--- src/rtl/bwt_pkg.sv ---
package bwt_pkg;
  typedef enum logic [1:0] {RG_FAST, RG_XRAM, RG_HALF, RG_CART} region_e;

  function automatic logic [3:0] first_cost(input logic [1:0] code);
    case (code)
      2'd0:    first_cost = 4'd5;
      2'd1:    first_cost = 4'd4;
      2'd2:    first_cost = 4'd3;
      default: first_cost = 4'd9;
    endcase
  endfunction

  function automatic logic [3:0] seq_default(input int win);
    case (win)
      0:       seq_default = 4'd3;
      1:       seq_default = 4'd5;
      default: seq_default = 4'd9;
    endcase
  endfunction
endpackage

--- src/rtl/bwt_region_decode.sv ---
module bwt_region_decode
  import bwt_pkg::*;
#(
  parameter int N_WIN   = 4,
  parameter int WIN_LSB = 25,
  localparam int WIN_W  = $clog2(N_WIN)
) (
  input  logic [31:0]      addr_i,
  output region_e          region_o,
  output logic [WIN_W-1:0] win_o,
  output logic             page_zero_o
);
  logic [7:0] top_byte;
  logic       unused_bits;

  assign top_byte    = addr_i[31:24];
  assign win_o       = addr_i[WIN_LSB +: WIN_W];
  assign page_zero_o = (addr_i[16:1] == '0);
  assign unused_bits = ^{addr_i[23:17], addr_i[0]};

  always_comb begin
    if (addr_i[31:28] != 4'h0)       region_o = RG_FAST;
    else if (addr_i[27])             region_o = RG_CART;
    else if (top_byte == 8'h02)      region_o = RG_XRAM;
    else if (top_byte == 8'h05 || top_byte == 8'h06) region_o = RG_HALF;
    else                             region_o = RG_FAST;
  end
endmodule

--- src/rtl/bwt_cost_calc.sv ---
module bwt_cost_calc
  import bwt_pkg::*;
#(
  parameter int CNT_W  = 6,
  parameter int RAM_W  = 4,
  parameter int N_WIN  = 4,
  localparam int WIN_W = $clog2(N_WIN)
) (
  input  region_e            region_i,
  input  logic [WIN_W-1:0]   win_i,
  input  logic               page_zero_i,
  input  logic               word_i,
  input  logic               seq_i,
  input  logic [RAM_W-1:0]   xram_wait_i,
  input  logic [2*N_WIN-1:0] first_wait_i,
  input  logic [N_WIN-2:0]   seq_wait_i,
  output logic [CNT_W-1:0]   cost_o
);
  logic [3:0] n_win [N_WIN];
  logic [3:0] s_win [N_WIN];

  for (genvar w = 0; w < N_WIN; w++) begin : g_win
    assign n_win[w] = first_cost(first_wait_i[2*w +: 2]);
    if (w == N_WIN - 1) begin : g_sram
      assign s_win[w] = n_win[w];
    end else begin : g_rom
      assign s_win[w] = seq_wait_i[w] ? 4'd2 : seq_default(w);
    end
  end

  logic             seq_eff;
  logic [CNT_W-1:0] n_sel, s_sel, base, xcost;

  assign seq_eff = seq_i && !page_zero_i;
  assign n_sel   = CNT_W'(n_win[win_i]);
  assign s_sel   = CNT_W'(s_win[win_i]);
  assign base    = seq_eff ? s_sel : n_sel;
  assign xcost   = CNT_W'(2**RAM_W) - CNT_W'(xram_wait_i);

  always_comb begin
    case (region_i)
      RG_XRAM: cost_o = word_i ? (xcost << 1) : xcost;
      RG_HALF: cost_o = word_i ? CNT_W'(2) : CNT_W'(1);
      RG_CART: cost_o = base + (word_i ? s_sel : '0);
      default: cost_o = CNT_W'(1);
    endcase
  end
endmodule

--- src/rtl/bwt_countdown.sv ---
module bwt_countdown #(
  parameter int CNT_W = 6
) (
  input  logic             clk_i,
  input  logic             rst_ni,
  input  logic             load_i,
  input  logic [CNT_W-1:0] cost_i,
  output logic             ready_o,
  output logic [CNT_W-1:0] cycles_o
);
  logic [CNT_W-1:0] cnt_q, cyc_q;
  logic             busy_q;

  always_ff @(posedge clk_i or negedge rst_ni) begin
    if (!rst_ni) begin
      cnt_q  <= '0;
      cyc_q  <= '0;
      busy_q <= 1'b0;
    end else if (load_i) begin
      cnt_q  <= cost_i;
      cyc_q  <= cost_i;
      busy_q <= 1'b1;
    end else if (busy_q) begin
      if (cnt_q <= CNT_W'(1)) busy_q <= 1'b0;
      else                    cnt_q  <= cnt_q - CNT_W'(1);
    end
  end

  assign ready_o  = busy_q && (cnt_q == CNT_W'(1));
  assign cycles_o = cyc_q;

  a_r10_single_pulse: assert property (@(posedge clk_i) disable iff (!rst_ni)
    (ready_o && !load_i) |=> !ready_o);
  a_r10_low_after_load: assert property (@(posedge clk_i) disable iff (!rst_ni)
    (load_i && cost_i > CNT_W'(1)) |=> !ready_o);
  a_r11_hold_count: assert property (@(posedge clk_i) disable iff (!rst_ni)
    !load_i |=> $stable(cycles_o));
endmodule

--- src/rtl/bus_wait_timer.sv ---
module bus_wait_timer
  import bwt_pkg::*;
#(
  parameter int CNT_W   = 6,
  parameter int RAM_W   = 4,
  parameter int N_WIN   = 4,
  parameter int WIN_LSB = 25,
  localparam int WIN_W  = $clog2(N_WIN)
) (
  input  logic               clk_i,
  input  logic               rst_ni,
  input  logic               valid_i,
  input  logic [31:0]        addr_i,
  input  logic               word_i,
  input  logic               seq_i,
  input  logic [RAM_W-1:0]   xram_wait_i,
  input  logic [2*N_WIN-1:0] first_wait_i,
  input  logic [N_WIN-2:0]   seq_wait_i,
  output logic               ready_o,
  output logic [CNT_W-1:0]   cycles_o
);
  region_e          region;
  logic [WIN_W-1:0] win;
  logic             page_zero;
  logic [CNT_W-1:0] cost;

  bwt_region_decode #(.N_WIN(N_WIN), .WIN_LSB(WIN_LSB)) u_dec (
    .addr_i     (addr_i),
    .region_o   (region),
    .win_o      (win),
    .page_zero_o(page_zero)
  );

  bwt_cost_calc #(.CNT_W(CNT_W), .RAM_W(RAM_W), .N_WIN(N_WIN)) u_cost (
    .region_i    (region),
    .win_i       (win),
    .page_zero_i (page_zero),
    .word_i      (word_i),
    .seq_i       (seq_i),
    .xram_wait_i (xram_wait_i),
    .first_wait_i(first_wait_i),
    .seq_wait_i  (seq_wait_i),
    .cost_o      (cost)
  );

  bwt_countdown #(.CNT_W(CNT_W)) u_cnt (
    .clk_i   (clk_i),
    .rst_ni  (rst_ni),
    .load_i  (valid_i),
    .cost_i  (cost),
    .ready_o (ready_o),
    .cycles_o(cycles_o)
  );

  a_r2_cost_nonzero: assert property (@(posedge clk_i) disable iff (!rst_ni)
    valid_i |-> cost != '0);
  a_r3_no_overflow: assert property (@(posedge clk_i) disable iff (!rst_ni)
    valid_i |-> cost <= CNT_W'(2**(RAM_W+1)));
  a_r9_cart_word_min: assert property (@(posedge clk_i) disable iff (!rst_ni)
    (valid_i && region == RG_CART && word_i) |-> cost >= CNT_W'(4));
  a_r10_cycles_loaded: assert property (@(posedge clk_i) disable iff (!rst_ni)
    valid_i |=> cycles_o == $past(cost));
endmodule

--- config.mk ---
export PLATFORM = sky130hd
export DESIGN_NAME = bus_wait_timer
export DESIGN_NICKNAME = d
export VERILOG_FILES = /design/src/rtl/bwt_pkg.sv /design/src/rtl/bwt_region_decode.sv /design/src/rtl/bwt_cost_calc.sv /design/src/rtl/bwt_countdown.sv /design/src/rtl/bus_wait_timer.sv
export SDC_FILE = /design/constraint.sdc
export NUM_CORES = 1
export LEC_CHECK = 0
export BUFFER_PORTS_ARGS = -buffer_cell sky130_fd_sc_hd__clkbuf_2
export CAP_MARGIN = 10
export CORE_MARGIN = 1
export CORE_UTILIZATION = 44
export CTS_BUF_LIST = sky130_fd_sc_hd__clkbuf_4
export CTS_CLUSTER_DIAMETER = 40
export DETAILED_ROUTE_END_ITERATION = 10
export PLACE_DENSITY = 0.85
export REMOVE_ABC_BUFFERS = 1
export SETUP_SLACK_MARGIN = 0.1
export SKIP_CTS_REPAIR_TIMING = 1
export SYNTH_ARGS = -nofsm -noshare
export SYNTH_HDL_FRONTEND = slang
export SYNTH_SLANG_ARGS = --single-unit
--- constraint.sdc ---
create_clock -name clk_i -period 1.6 [get_ports clk_i]
set_input_delay 0.16 -clock clk_i [delete_from_list [all_inputs] [get_ports clk_i]]
set_output_delay 0.16 -clock clk_i [all_outputs]
set_load 0.02 [all_outputs]
Word level (Yosys, flattened, before mapping):

Cells that the tools add are included.

* add/subtract/negate cells: 3
* reduce and logical (&&, ||, !) cells: 12
* muxes and demuxes: 28
* order comparisons: 2
* eq/ne operators: 16
* bitwise operators: 1

Operator list (number)
* 4-bit case mux with 3 select lines: 4
* 4-bit two-way mux: 7
* 6-bit two-way mux: 4
* 6-bit case mux with 3 select lines: 1
* 4-bit binary-select mux with 2-bit select: 2
* 8-bit by 3-bit == test with 1-bit output (second input constant): 2
* 16-bit logical NOT: 1
* 2-bit == test (second input constant): 6
* 2-bit by 1-bit == test with 1-bit output (second input constant): 5
* 2-bit two-way mux: 5
* 8-bit by 2-bit == test with 1-bit output (second input constant): 1
* 2-bit logical NOT: 4
* 6-bit adder: 1
* 6-bit by 1-bit == test with 1-bit output (second input constant): 1
* 6-bit by 1-bit <= comparator with 1-bit output (second input constant): 1
* 5-bit by 4-bit subtractor with 6-bit output (first input constant): 1
* 6-bit by 1-bit subtractor with 6-bit output (second input constant): 1
* 1-bit two-way mux: 4
* 4-bit nonzero test: 1
* 3-bit greater-or-equal comparator (second input constant): 1
* 3-bit two-way mux: 1
* 2-bit NOT with 3-bit output: 1
* 1-bit logical AND: 2
* 2-bit inequality test (second input constant): 1
* 4 further kinds: 4

* bits of input ports: 52
* bits in registers: 13
* output and inout bits: 7
* word-level logic and storage cells: 65

Longest topological paths before layout:

* depth after elaboration: 9
* mapped depth: 12
* mapped depth without buffers: 11

By module:

From an unflattened synthesis, not the netlist that was laid out.

* cell total of the unflattened synthesis: 180
* area total of the unflattened synthesis: 1450.1 um2

Modules (own cells, without submodules)
* bwt_countdown: sequential area each 325.3 um2, cells each 70, area each 681.9 um2, instances 1
* bwt_cost_calc: sequential area each 0.0 um2, cells each 97, area each 658.1 um2, instances 1
* bwt_region_decode: sequential area each 0.0 um2, cells each 13, area each 110.1 um2, instances 1

Worst setup path after synthesis:

OpenSTA, ideal clock, no wires.

* path kind: input -> register
* from: input addr_i[25]
* to: register u_cnt.cnt_q[4]
* arrival: 2203 ps
* data required time: 1479 ps
* cell stages on the path: 12
* library setup time: 121 ps
* setup slack: -725 ps
* path buffers: 2
* path through: buf_2 > buf_1 > nand3b_1 > a311oi_1 > a21oi_1 > ha_1 > fa_1 > a21oi_1 > nor2b_1 > o21ai_0 > a21oi_1 > o22a_1

* longest elaborated chain between the ends: 9
* elaborated cells on any way between the ends: 23
* classes of those cells: add/sub: 1; eq/ne: 6; mux: 14; bitwise: 1; reduce/logical: 1

Ends and longest elaborated chain
* from (decl): line bus_wait_timer.sv:13 `input logic [31:0] addr_i,`
* parallel branches: the longest is 7 deep, another holds 6-bit adder
* 6-bit case mux with 3 select lines (*): line bwt_cost_calc.sv:41 `case (region_i)`
* 6-bit two-way mux (*): line bwt_countdown.sv:19 `end else if (load_i) begin`
* to (signal assigned): line bwt_countdown.sv:20 `cnt_q <= cost_i;`
* to (signal assigned): line bwt_countdown.sv:25 `else cnt_q <= cnt_q - CNT_W'(1);`
* to (decl): line bwt_countdown.sv:11 `logic [CNT_W-1:0] cnt_q, cyc_q;`

Mark *: on every way between the ends. The select of a mux whose other input is x is not followed.
A chain may end at the register's enable or synchronous reset.

Worst setup path after layout:

* from: input addr_i[2]
* to: register u_cnt.cnt_q[4]

* longest elaborated chain between the ends: 7

Ends and longest elaborated chain
* 16-bit logical NOT: line bwt_region_decode.sv:18 `assign page_zero_o = (addr_i[16:1] == '0);`
* 1-bit logical NOT: line bwt_cost_calc.sv:34 `assign seq_eff = seq_i && !page_zero_i;`
* 1-bit logical AND: line bwt_cost_calc.sv:34
* 4-bit two-way mux: line bwt_cost_calc.sv:37 `assign base = seq_eff ? s_sel : n_sel;`
* 6-bit adder: line bwt_cost_calc.sv:44 `RG_CART: cost_o = base + (word_i ? s_sel : '0);`
* 6-bit case mux with 3 select lines: line bwt_cost_calc.sv:41
* 6-bit two-way mux: line bwt_countdown.sv:19

No other way between the ends.

==> impl_table.tex <==
\begin{tabular}{lr}
\hline
Metric & Value \\
\hline
\multicolumn{2}{l}{\textbf{Status}} \\
\quad Result of the run & finished with violations \\
\quad Violations in the final reports & DRC, setup timing \\
\multicolumn{2}{l}{\textbf{Route}} \\
\quad Count of routing violations after the opening detailed-route iteration & 86 \\
\quad Number of vias after detailed routing & about 1.5k \\
\quad Residual antenna-violating net count after detailed routing & 0 \\
\quad Pre-antenna DRT Iters & 7 \\
\quad Total DRC errors in the routed layout & 9 \\
\quad Routed wire length & 3710 µm \\
\quad Mean routed wirelength per cell & 13.5 µm \\
\quad DR vias/cell & approximately 5.6 \\
\multicolumn{2}{l}{\textbf{Setup path}} \\
\quad Slowest cell on crit path & fa\_2 \\
\quad Required arrival time at the worst endpoint & between 1.5 and 2 ns \\
\quad Most frequent cell on the critical path & a21oi\_2 \\
\quad Maximum fanout count along the critical path & 2 \\
\quad Buffers \& Inverters on Critical Path & 1 \\
\quad Crit path kind & primary input to flop \\
\quad Kind of capture point of the worst setup path & flop \\
\quad Ordered list of cells on the worst path & clkbuf\_2 > nor4\_4 > a41oi\_2 > a311oi\_2 > a21oi\_2 > ha\_2 > fa\_2 > a21oi\_2 > nor2b\_1 > o21ai\_1 > a21oi\_2 > o22a\_1 \\
\quad Maximum single-stage delay on the critical path & 0.36 ns \\
\quad Data arrival, critical path & between 2 and 2.5 ns \\
\quad Critical Path Source Type & primary input \\
\quad Kind of cell adding the most delay to the critical path & compound AO/OA/AOI/OAI gates \\
\multicolumn{2}{l}{\textbf{Placement}} \\
\quad Post-placement setup slack & -0.761 ns \\
\quad Standard cell area after detailed placement & between 1500 and 2000 µm² \\
\quad Placer Congestion & $\sim$0.87 \\
\quad Instance count after placement with tap cells included & approximately 270 \\
\quad Port Buffer Count & 50 \\
\quad Detailed-placement wirelength estimate & 2850 µm \\
\multicolumn{2}{l}{\textbf{Floorplan}} \\
\quad Die boundary height & 56.7 µm \\
\quad Core area & approximately 2800 µm² \\
\quad Initial cell density of the core & approximately 47\% \\
\quad I/O pin cnt & between 50 and 60 \\
\quad Number of cell rows & 19 \\
\quad Total die area & roughly 3200 µm² \\
\quad Die Width & between 50 and 60 µm \\
\multicolumn{2}{l}{\textbf{Yosys}} \\
\quad Number of enable-type register cells in the synthesized netlist & 0 \\
\quad Area fraction in compound gates after synthesis & between 20\% and 30\% \\
\quad Area of the mapped netlist & approximately 1300 µm² \\
\quad Average cell area after synthesis & approximately 8 µm² \\
\quad Fraction of the mapped netlist area in simple logic gates & between 30\% and 40\% \\
\quad Post-synthesis cell type with the largest combined area & dfrtp\_1 \\
\quad Flip-flop and latch count after synthesis & 13 \\
\quad Gate count of the mapped netlist & 165 \\
\quad Yosys warning total & 0 \\
\quad Number of different library cells in the post-synthesis netlist & 54 \\
\quad Share of synthesized cell area in full adder, half adder and majority cells & between 8 and 9\% \\
\quad Multiplexer share of the synthesized area & roughly 3.3\% \\
\quad Post-synth top area share & between 20 and 25\% \\
\quad XOR/XNOR share of the synthesized area & 2.66\% \\
\quad Top area cells in the synthesized netlist & dfrtp\_1 25\%, ha\_1 6.6\%, nand2\_1 4.0\%, a21oi\_1 3.8\%, nand3\_1 3.4\% \\
\quad Share of flip-flops with an asynchronous set or reset after synthesis & 100\% \\
\quad Sequential cell area fraction in the yosys report & 24.7\% \\
\quad Combinational family with the most area after synthesis & simple AND/OR/NAND/NOR gates \\
\quad Top FF cell, synth & dfrtp\_1 \\
\multicolumn{2}{l}{\textbf{Cells and area}} \\
\quad Antenna cell count & 0 \\
\quad Non-filler instance count after layout & around 270 \\
\quad Layout cells sized above 1 & between 40\% and 50\% \\
\quad Number of nets at the end of the flow & between 300 and 400 \\
\quad Post-layout util & a little over two thirds \\
\quad Filler Cells Inserted & between 200 and 250 \\
\quad Area used by sequential logic in the layout & 325 µm² \\
\quad Area growth syn-to-layout & 50.6\% \\
\quad Area of the multi-input gates & a little over 1000 µm² \\
\quad Cell area after layout & about 2000 µm² \\
\multicolumn{2}{l}{\textbf{Clocking}} \\
\quad Worst skew pair latency & around 0.27 ns \\
\quad CTS tree & done \\
\quad Clock Path Buffers & 2 \\
\quad Clock tree root driver cell & clkbuf\_4 \\
\quad Number of H-tree levels & 1 \\
\quad Number of buffers added by the clock tree synthesis step & 3 \\
\quad Register clock-pin slew on the reported worst setup and hold paths & roughly 0.070 ns \\
\quad CTS sink cnt & 13 \\
\multicolumn{2}{l}{\textbf{Timing}} \\
\quad Setup violations, final & 10 \\
\quad Min Tclk post-route & $\sim$2.0 ns \\
\quad Slew at the pin closest to its max-slew limit & between 0.4 and 0.5 ns \\
\quad Summed negative setup slack over all endpoints & -3.08 ns \\
\quad Worst setup margin & -0.420 ns \\
\quad Final period util & 126\% \\
\quad Setup repair after global routing missed its margin & yes \\
\quad Tightest slew margin relative to the limit & 70.0\% \\
\quad Worst hold-check slack & a little under 0.2 ns \\
\quad Fmax & between 400 and 500 MHz \\
\quad Final number of max-transition violations & 0 \\
\quad Number of hold-slack violations in the final timing report & 0 \\
\quad Final Skew & between 0.001 and 0.0015 ns \\
\multicolumn{2}{l}{\textbf{Global routing}} \\
\quad Largest net degree at the start of global routing & 14 \\
\quad Antenna violations before repair & 0 \\
\quad Vias in the first global route & $\sim$1.4k \\
\quad Total congestion overflow & 0 \\
\quad Combined global-route utilization of all metal layers & between 20\% and 30\% \\
\quad Wire length of the first global-routing pass & about 6000 µm \\
\multicolumn{2}{l}{\textbf{Pwr}} \\
\quad Ratio of total power to cell area & 868 nW/µm² \\
\quad Internal Dissipation & 1.04 mW \\
\quad Clock network fraction of total power & about an eighth \\
\quad Post-route total power & between 1.5 and 2 mW \\
\quad Sequential group share of total power & between 20\% and 30\% \\
\quad Switching share of total power & about 40\% \\
\quad Largest vdd supply drop & $\sim$0.76 mV \\
\quad Combinational Power Share & 60.7\% \\
\quad Net load switching power & between 0.6 and 0.7 mW \\
\quad Leakage & around 0.95 nW \\
\multicolumn{2}{l}{\textbf{Min path}} \\
\quad Hold Path Class & primary input to flop \\
\multicolumn{2}{l}{\textbf{Job}} \\
\quad Count of maximum capacitance violations & 0 \\
\hline
\end{tabular}
layout make-up:
| class | instances | share of cell area, % |
|---|---|---|
| repair buffers | 80 | 25.2 |
| inverters | 15 | 2.84 |
| flip-flops and latches | 13 | 16.4 |
| well taps | 31 | 1.95 |
| clock buffers | 4 | 1.51 |
| multi-input cells | 131 | 52.1 |
synth_stat cells, types with 2 or more instances:
| master | instances |
|---|---|
| xor2_1 | 2 |
| o211ai_1 | 2 |
| dfrtp_1 | 13 |
| a31oi_1 | 4 |
| a41oi_1 | 2 |
| nor3_1 | 7 |
| nor4_1 | 4 |
| o21ai_1 | 4 |
| o22a_1 | 2 |
| nor2_1 | 12 |
| inv_1 | 11 |
| buf_2 | 2 |
| a311oi_1 | 2 |
| or2_1 | 2 |
| or3b_1 | 2 |
| nor3b_1 | 3 |
| a211oi_1 | 2 |
| nor2_2 | 2 |
| nand4_1 | 2 |
| nand3_1 | 9 |
| nand2_1 | 14 |
| xnor2_1 | 2 |
| buf_1 | 2 |
| a21oi_1 | 10 |
| o21ai_0 | 3 |
| nand3b_1 | 3 |
| nor2b_1 | 4 |
| inv_2 | 4 |
| a21o_1 | 3 |
| ha_1 | 7 |
cell usage in the layout, fill, tap and decap left out, drive strengths merged, types with 2 or more instances in the layout:
cell    count
or3b        2
nor2       14
xor2        2
or2         2
inv        15
a21o        3
a41oi       2
nor3        7
nand3b      3
or4         2
a31oi       4
dfrtp      13
o211ai      2
clkbuf     51
o22a        2
buf        32
nor4        4
a311oi      2
nand3      10
a211oi      2
a21oi      10
ha          7
xnor2       2
o21ai       8
nor3b       3
nand4       2
nor2b       4
nand2      15
cells by family (layout without fill, tap and decap cells):
kind of cell / after synthesis / count (layout)
and+or+nand+nor: 72 / 72
AOI/OAI and AO/OA: 44 / 44
buffers and inverters: 21 / 99
DFF: 13 / 13
adders and majority gates: 8 / 8
xor gates and xnor gates: 4 / 4
muxes: 3 / 3
power by group through the flow:
| stage | Clock, mW | Sequential [mW] | Combinational (mW) |
|---|---|---|---|
| 2_1_floorplan | 0 | 0.464 | 0.523 |
| 3_3_place_gp | 0 | 0.462 | 0.842 |
| 3_5_place_dp | 0 | 0.466 | 0.864 |
| 4_1_cts | 0.219 | 0.459 | 0.872 |
| 5_1_grt | 0.237 | 0.468 | 1.14 |
| 6_report | 0.215 | 0.461 | 1.05 |
per-layer routing:
layer | share of wire, % | up-vias | global-route usage, %
met5 | 0 | - | 0
met4 | 0.46 | 0 | 3.57
met3 | 3.9 | 2 | 4.61
met2 | 49 | 43 | 38.8
met1 | 47 | 730 | 31.0
li1 | - | 766 | -
path summary, 6_finish.rpt:
kind / cells past startpoint / slack [ns] / end / from
max: 12 / -0.42 / u_cnt.cnt_q[4] / addr_i[2]
min: 3 / 0.19 / u_cnt.busy_q / valid_i
max reg2reg: 5 / -0.08 / u_cnt.cnt_q[5] / u_cnt.cnt_q[4]
min reg2reg: 1 / 0.48 / u_cnt.cycles_o[1] / u_cnt.cycles_o[1]
max in group asynchronous: 2 / 1.06 / u_cnt.busy_q / rst_ni
min in group asynchronous: 2 / 0.30 / u_cnt.cnt_q[2] / rst_ni
worst register-to-register path, delay by kind of cell (launching register included):
family	cells	cell delay (ns)
and+or+nand+nor	2	0.68
DFF	1	0.39
AOI/OAI and AO/OA	3	0.52
sequential cells by signal, indices dropped and copies added (netlist names):
register	count
u_cnt.busy_q	1
u_cnt.cnt_q	6
u_cnt.cycles_o	6
Note: power is estimated with default switching activity, not from simulation.
